===== src/rtl/pds_pkg.sv =====
package pds_pkg;

    typedef enum logic [1:0] {
        PAT_NONE     = 2'b00,
        PAT_ZEROS    = 2'b01,
        PAT_ONES     = 2'b10,
        PAT_RAW_ONES = 2'b11
    } pat_code_e;

endpackage


===== src/rtl/pds_descrambler.sv =====
module pds_descrambler #(
    parameter int HIST_LEN = 17,
    parameter int TAP_NEAR = 14
) (
    input  logic clk,
    input  logic rst_n,
    input  logic shift_en,
    input  logic din,
    input  logic enable,
    output logic dout
);

    typedef struct packed {
        logic [HIST_LEN-1:0] hist;
    } descr_state_t;

    descr_state_t st_d, st_q;

    always_comb begin
        st_d = st_q;
        if (shift_en) begin
            st_d.hist = {st_q.hist[HIST_LEN-2:0], din};
        end
        if (enable) begin
            dout = din ^ st_q.hist[TAP_NEAR-1] ^ st_q.hist[HIST_LEN-1];
        end else begin
            dout = din;
        end
    end

    always_ff @(posedge clk) begin
        if (!rst_n) begin
            st_q <= '0;
        end else begin
            st_q <= st_d;
        end
    end

    AST_HIST_HOLD: assert property (@(posedge clk) disable iff (!rst_n)
        !shift_en |=> $stable(st_q.hist));

    AST_HIST_TAKE: assert property (@(posedge clk) disable iff (!rst_n)
        shift_en |=> st_q.hist[0] == $past(din));

endmodule


===== src/rtl/pds_run_det.sv =====
module pds_run_det #(
    parameter int   RUN_LEN = 32,
    parameter logic TARGET  = 1'b1
) (
    input  logic clk,
    input  logic rst_n,
    input  logic clr,
    input  logic valid,
    input  logic din,
    output logic hit
);

    localparam int CW = $clog2(RUN_LEN + 1);
    localparam logic [CW-1:0] LIMIT = CW'(RUN_LEN);

    typedef struct packed {
        logic [CW-1:0] cnt;
    } run_state_t;

    run_state_t st_d, st_q;

    always_comb begin
        st_d = st_q;
        if (clr) begin
            st_d.cnt = '0;
        end else if (valid) begin
            if (din == TARGET) begin
                if (st_q.cnt != LIMIT) begin
                    st_d.cnt = st_q.cnt + 1'b1;
                end
            end else begin
                st_d.cnt = '0;
            end
        end
        hit = (st_q.cnt == LIMIT);
    end

    always_ff @(posedge clk) begin
        if (!rst_n) begin
            st_q <= '0;
        end else begin
            st_q <= st_d;
        end
    end

    AST_RUN_BREAK: assert property (@(posedge clk) disable iff (!rst_n)
        (valid && !clr && din != TARGET) |=> !hit);

    AST_RUN_CLEAR: assert property (@(posedge clk) disable iff (!rst_n)
        clr |=> !hit);

    AST_RUN_ENTRY: assert property (@(posedge clk) disable iff (!rst_n)
        $rose(hit) |-> ($past(valid) && $past(din) == TARGET));

    AST_RUN_IDLE: assert property (@(posedge clk) disable iff (!rst_n)
        (!valid && !clr) |=> $stable(hit));

endmodule


===== src/rtl/pattern_status_det.sv =====
module pattern_status_det #(
    parameter int RUN_LEN  = 32,
    parameter int HIST_LEN = 17,
    parameter int TAP_NEAR = 14
) (
    input  logic       clk,
    input  logic       rst_n,
    input  logic       bit_valid,
    input  logic       rx_bit,
    input  logic       descr_en,
    output logic [1:0] pattern_code
);
    import pds_pkg::*;

    typedef struct packed {
        logic en;
    } top_state_t;

    top_state_t st_d, st_q;
    logic       en_change;
    logic       descr_bit;
    logic [1:0] post_hit;
    logic       raw_hit;
    pat_code_e  code;

    pds_descrambler #(
        .HIST_LEN (HIST_LEN),
        .TAP_NEAR (TAP_NEAR)
    ) u_descr (
        .clk      (clk),
        .rst_n    (rst_n),
        .shift_en (bit_valid),
        .din      (rx_bit),
        .enable   (descr_en),
        .dout     (descr_bit)
    );

    for (genvar p = 0; p < 2; p++) begin : g_post
        pds_run_det #(
            .RUN_LEN (RUN_LEN),
            .TARGET  (1'(p))
        ) u_run (
            .clk   (clk),
            .rst_n (rst_n),
            .clr   (en_change),
            .valid (bit_valid),
            .din   (descr_bit),
            .hit   (post_hit[p])
        );
    end

    pds_run_det #(
        .RUN_LEN (RUN_LEN),
        .TARGET  (1'b1)
    ) u_raw_run (
        .clk   (clk),
        .rst_n (rst_n),
        .clr   (en_change),
        .valid (bit_valid),
        .din   (rx_bit),
        .hit   (raw_hit)
    );

    always_comb begin
        st_d      = st_q;
        st_d.en   = descr_en;
        en_change = (descr_en != st_q.en);
        if (st_q.en && raw_hit) begin
            code = PAT_RAW_ONES;
        end else if (post_hit[1]) begin
            code = PAT_ONES;
        end else if (post_hit[0]) begin
            code = PAT_ZEROS;
        end else begin
            code = PAT_NONE;
        end
        pattern_code = code;
    end

    always_ff @(posedge clk) begin
        if (!rst_n) begin
            st_q <= '0;
        end else begin
            st_q <= st_d;
        end
    end

    AST_POST_EXCL: assert property (@(posedge clk) disable iff (!rst_n)
        !(post_hit[0] && post_hit[1]));

    AST_RAW_NEEDS_EN: assert property (@(posedge clk) disable iff (!rst_n)
        (pattern_code == 2'b11) |-> st_q.en);

    AST_EN_CHANGE_CLR: assert property (@(posedge clk) disable iff (!rst_n)
        en_change |=> pattern_code == 2'b00);

    AST_RAW_OVERRIDES: assert property (@(posedge clk) disable iff (!rst_n)
        (st_q.en && raw_hit && post_hit[1]) |-> pattern_code != 2'b10);

endmodule


===== config.mk =====
export PLATFORM = sky130hd
export DESIGN_NAME = pattern_status_det
export DESIGN_NICKNAME = d
export VERILOG_FILES = /design/src/rtl/pds_pkg.sv /design/src/rtl/pds_descrambler.sv /design/src/rtl/pds_run_det.sv /design/src/rtl/pattern_status_det.sv
export SDC_FILE = /design/constraint.sdc
export NUM_CORES = 1
export LEC_CHECK = 0
export BUFFER_PORTS_ARGS = -buffer_cell sky130_fd_sc_hd__buf_4
export CORE_UTILIZATION = 57
export CTS_BUF_LIST = sky130_fd_sc_hd__clkbuf_8
export DETAILED_ROUTE_END_ITERATION = 8
export GPL_ROUTABILITY_DRIVEN = 0
export PLACE_DENSITY = 0.84
export SLEW_MARGIN = 20
export SYNTH_ARGS = -nofsm -noshare
export SYNTH_HDL_FRONTEND = slang
export SYNTH_SLANG_ARGS = --single-unit

===== constraint.sdc =====
create_clock -name clk -period 1.45 [get_ports clk]
set_clock_uncertainty 0.1 [all_clocks]
set_input_delay 0.0725 -clock clk [delete_from_list [all_inputs] [get_ports clk]]
set_output_delay 0.0725 -clock clk [all_outputs]
set_load 0.005 [all_outputs]

==> metrics.md <==
| Metric | Value |
|---|---|
| Post-route insts no fill | `276` |
| Leading area contributor after synthesis | `dfxtp_1` |
| Routed Antenna Nets | `0` |
| Antenna diodes | `0` |
| Syn_area_per_cell | `approximately 8.8 µm²` |
| I/O pin count | `7` |
| H-tree Lvls | `2` |
| Crit Path Max Fanout | `2` |
| Pins Over Slew Limit | `0` |
| Flops & latches, synth | `36` |
| Hold Crit Class | `in2reg` |
| Max transition margin | `70.8%` |
| Total power per unit cell area | `846 nW/µm²` |
| Routed WL | `6.00 mm` |
| CP Capture Type | `primary output` |
| Gate Count Post-Synth | `198` |
| Final setup fails | `17` |
| Area Growth Syn to Fin | `45.0%` |
| Initial antenna violation count | `0` |
| Clk Latency, worst-skew pair | `300 ps` |
| DP Cell Count | `255` |
| Total power | `2.15 mW` |
| Synth Cell Area | `1750 µm²` |
| Hold wc startpoint | `rx_bit` |
| Setup crit start | `g_post[1].u_run.st_q[1]` |
| Leak Pwr | `1.00 nW` |
| GRT overflow | `0` |
| R2R Setup Slk | `-330 ps` |
| Largest cells by area after synthesis | `dfxtp_1 (41%), mux2i_1 (10%), nor2_1 (6.0%), ha_1 (4.3%), nand2_1 (3.9%)` |
| Final Core Density | `about nine tenths` |
| Share of the synthesized area in the top cell type | `41.2%` |
| Setup crit start kind | `register` |
| Worst setup margin | `-403 ps` |
| Die Span Y | `57.4 µm` |
| GR Util All Layers | `31.1%` |
| Worst slew pin tran | `436 ps` |
| CTS tree | `done` |
| Hold path depth | `3` |
| Final hold violation count | `0` |
| RSZ-0062 raised after global routing | `yes` |
| Fin crit share | `128%` |
| Worst Hold Margin | `18.8 ps` |
| DRC errors left | `0` |
| Worst Path Required | `between 1000 and 1500 ps` |
| Number of synthesized flops with an enable pin | `0` |
| Avg WL per Cell | `~22 µm` |
| Nets | `255` |
| Core Area | `between 2000 and 3000 µm²` |
| First-pass GRT wire length | `7.78 mm` |
| Failing checks | `negative setup slack` |
| Critical Path End | `pattern_code[1]` |
| Register area share after synthesis | `41.2%` |
| Ys async rst share | `0%` |
| Initial DRC Count | `168` |
| Main synth FF type | `dfxtp_1` |
| Vias in the first global route | `between 1500 and 2000` |
| Router iterations before antenna repair | `5` |
| Total Die Area | `3300 µm²` |
| Minimum clock period | `1850 ps` |
| Detailed Place HPWL | `2.81 mm` |
| TritonCTS Sinks | `36` |
| Synth cell types | `44` |
| Synth Net Count | `209` |
| Worst vdd ir | `around 0.0010 V` |
| Die W | `57.4 µm` |
| Fmax | `about 540 MHz` |
| Max Root-Sink Buffers | `2` |
| Worst slack, placed | `-173 ps` |
| Max Cap Viol | `0` |
| Largest net degree at the start of global routing | `24` |
| Layout cells sized above 1 | `35.5%` |
| Port Buf Inserts | `6` |
| Clock transition at path regs | `around 90 ps` |
| Total CTS buffers | `5` |
| Status | `finished with violations` |
| R2r worst-path depth | `7` |
| Worst R2R Start | `g_post[1].u_run.st_q[1]` |
| Root Driver | `clkbuf_8` |
| Syn. warnings | `0` |
| Rows | `19` |
| WP data arrival | `approximately 1700 ps` |
| Reg-to-reg endpoint | `g_post[1].u_run.st_q[0]` |
| Kind of critical path | `reg2out` |
| Vias per cell | `6.83` |
| Starting Density | `61.9%` |
| DR vias | `1884` |
## stage by stage
step | area, µm² | TNS [ps]
2_1_floorplan | 1770 | -104
3_3_place_gp | 2040 | -404
3_5_place_dp | 2040 | -1020
4_1_cts | 2360 | -1660
5_1_grt | 2540 | -4800
6_report | 2540 | -3330
## cell usage after synthesis (all sizes together), types with 4 or more instances
master / number
nand3: 4
dfxtp: 36
o2111ai: 4
a21oi: 5
xor2: 4
buf: 5
xnor2: 4
ha: 6
nand4: 7
nand2: 18
inv: 10
nor2: 28
mux2i: 18
## sequential cells by signal (all words and copies together), names as in the netlist
signal	cells
g_post.u_run.st_q	12
st_q	1
u_raw_run.st_q	6
u_descr.st_q	17
## where the power goes
part | internal, mW | switching, mW
clock | 0.509 | 0.403
sequential | 0.994 | 0.00821
combinational | 0.0975 | 0.135
## critical path, cell delays in order, from the launching register on
cell	delay (ps)
dfxtp_2	340
inv_2	100
ha_4	160
nand2_4	60
or4_4	430
buf_6	140
nand2_2	60
buf_6	90
## worst min-delay path by stage
stage / end / slack [ps]
2_1_floorplan: st_q / 90
3_3_place_gp: st_q / 240
3_5_place_dp: st_q / 250
4_1_cts: u_raw_run.st_q[1] / 0.6
5_1_grt: u_raw_run.st_q[1] / 40
6_report: u_raw_run.st_q[1] / 20
## cell type report
| type | count | area, µm² |
|---|---|---|
| repair buffers | 46 | 414 |
| clock inverters | 3 | 42.5 |
| flip-flops and latches | 36 | 731 |
| well taps | 31 | 38.8 |
| inverters | 11 | 41.3 |
| clock buffers | 5 | 68.8 |
| multi-input cells | 144 | 1200 |
| fillers | 123 | 292 |
## cell families (layout without fill, tap and decap cells)
kind of cell             count (synthesis)  in the layout  share of synthesized area [%]
multiplexers                            18             18                           10.3
AO/OA/AOI/OAI                           33             34                           14.4
flip-flops                              36             36                           41.2
XOR/XNOR                                 8              8                           4.00
AND/OR/NAND/NOR                         78             78                           21.6
adder cells (fa/ha/maj)                  6              6                           4.29
buffers and inverters                   19             65                           4.29
## cells in the final DEF, fill, tap and decap left out, types with 2 or more instances in the layout
cell type	count
buf_6	13
nand2_1	16
and3_1	2
buf_4	29
o21ai_1	3
xnor2_1	3
nor2_1	27
dfxtp_1	32
o2111ai_4	3
mux2i_1	18
o31a_1	2
dfxtp_4	2
a31oi_1	2
nor4_2	2
o22ai_1	2
inv_2	2
xor2_1	3
inv_1	8
a21oi_2	4
ha_1	5
dlygate4sd3_1	3
nand4b_1	2
nand4_1	7
or4_1	2
nand2b_1	2
nand3_1	3
clkbuf_8	5
dfxtp_2	2
## repair_timing
item,CTS,global route
hold endpoints to repair,2,0
gates cloned,1,0
hold buffers,3,0
setup buffers,5,5
pin swaps,12,15
gates resized for setup,30,26
endpoints found under the setup margin,15,17
## metal layers
metal,wire [µm],vias to the layer above,part of all wire (%),GRT usage [%]
met4,352,0,5.9,14.3
li1,-,809,-,-
met5,0,-,0,0
met1,2140,890,36,35.1
met3,519,45,8.7,7.94
met2,2990,140,50,54.5
No activity file was read; power rests on OpenSTA's default activity.
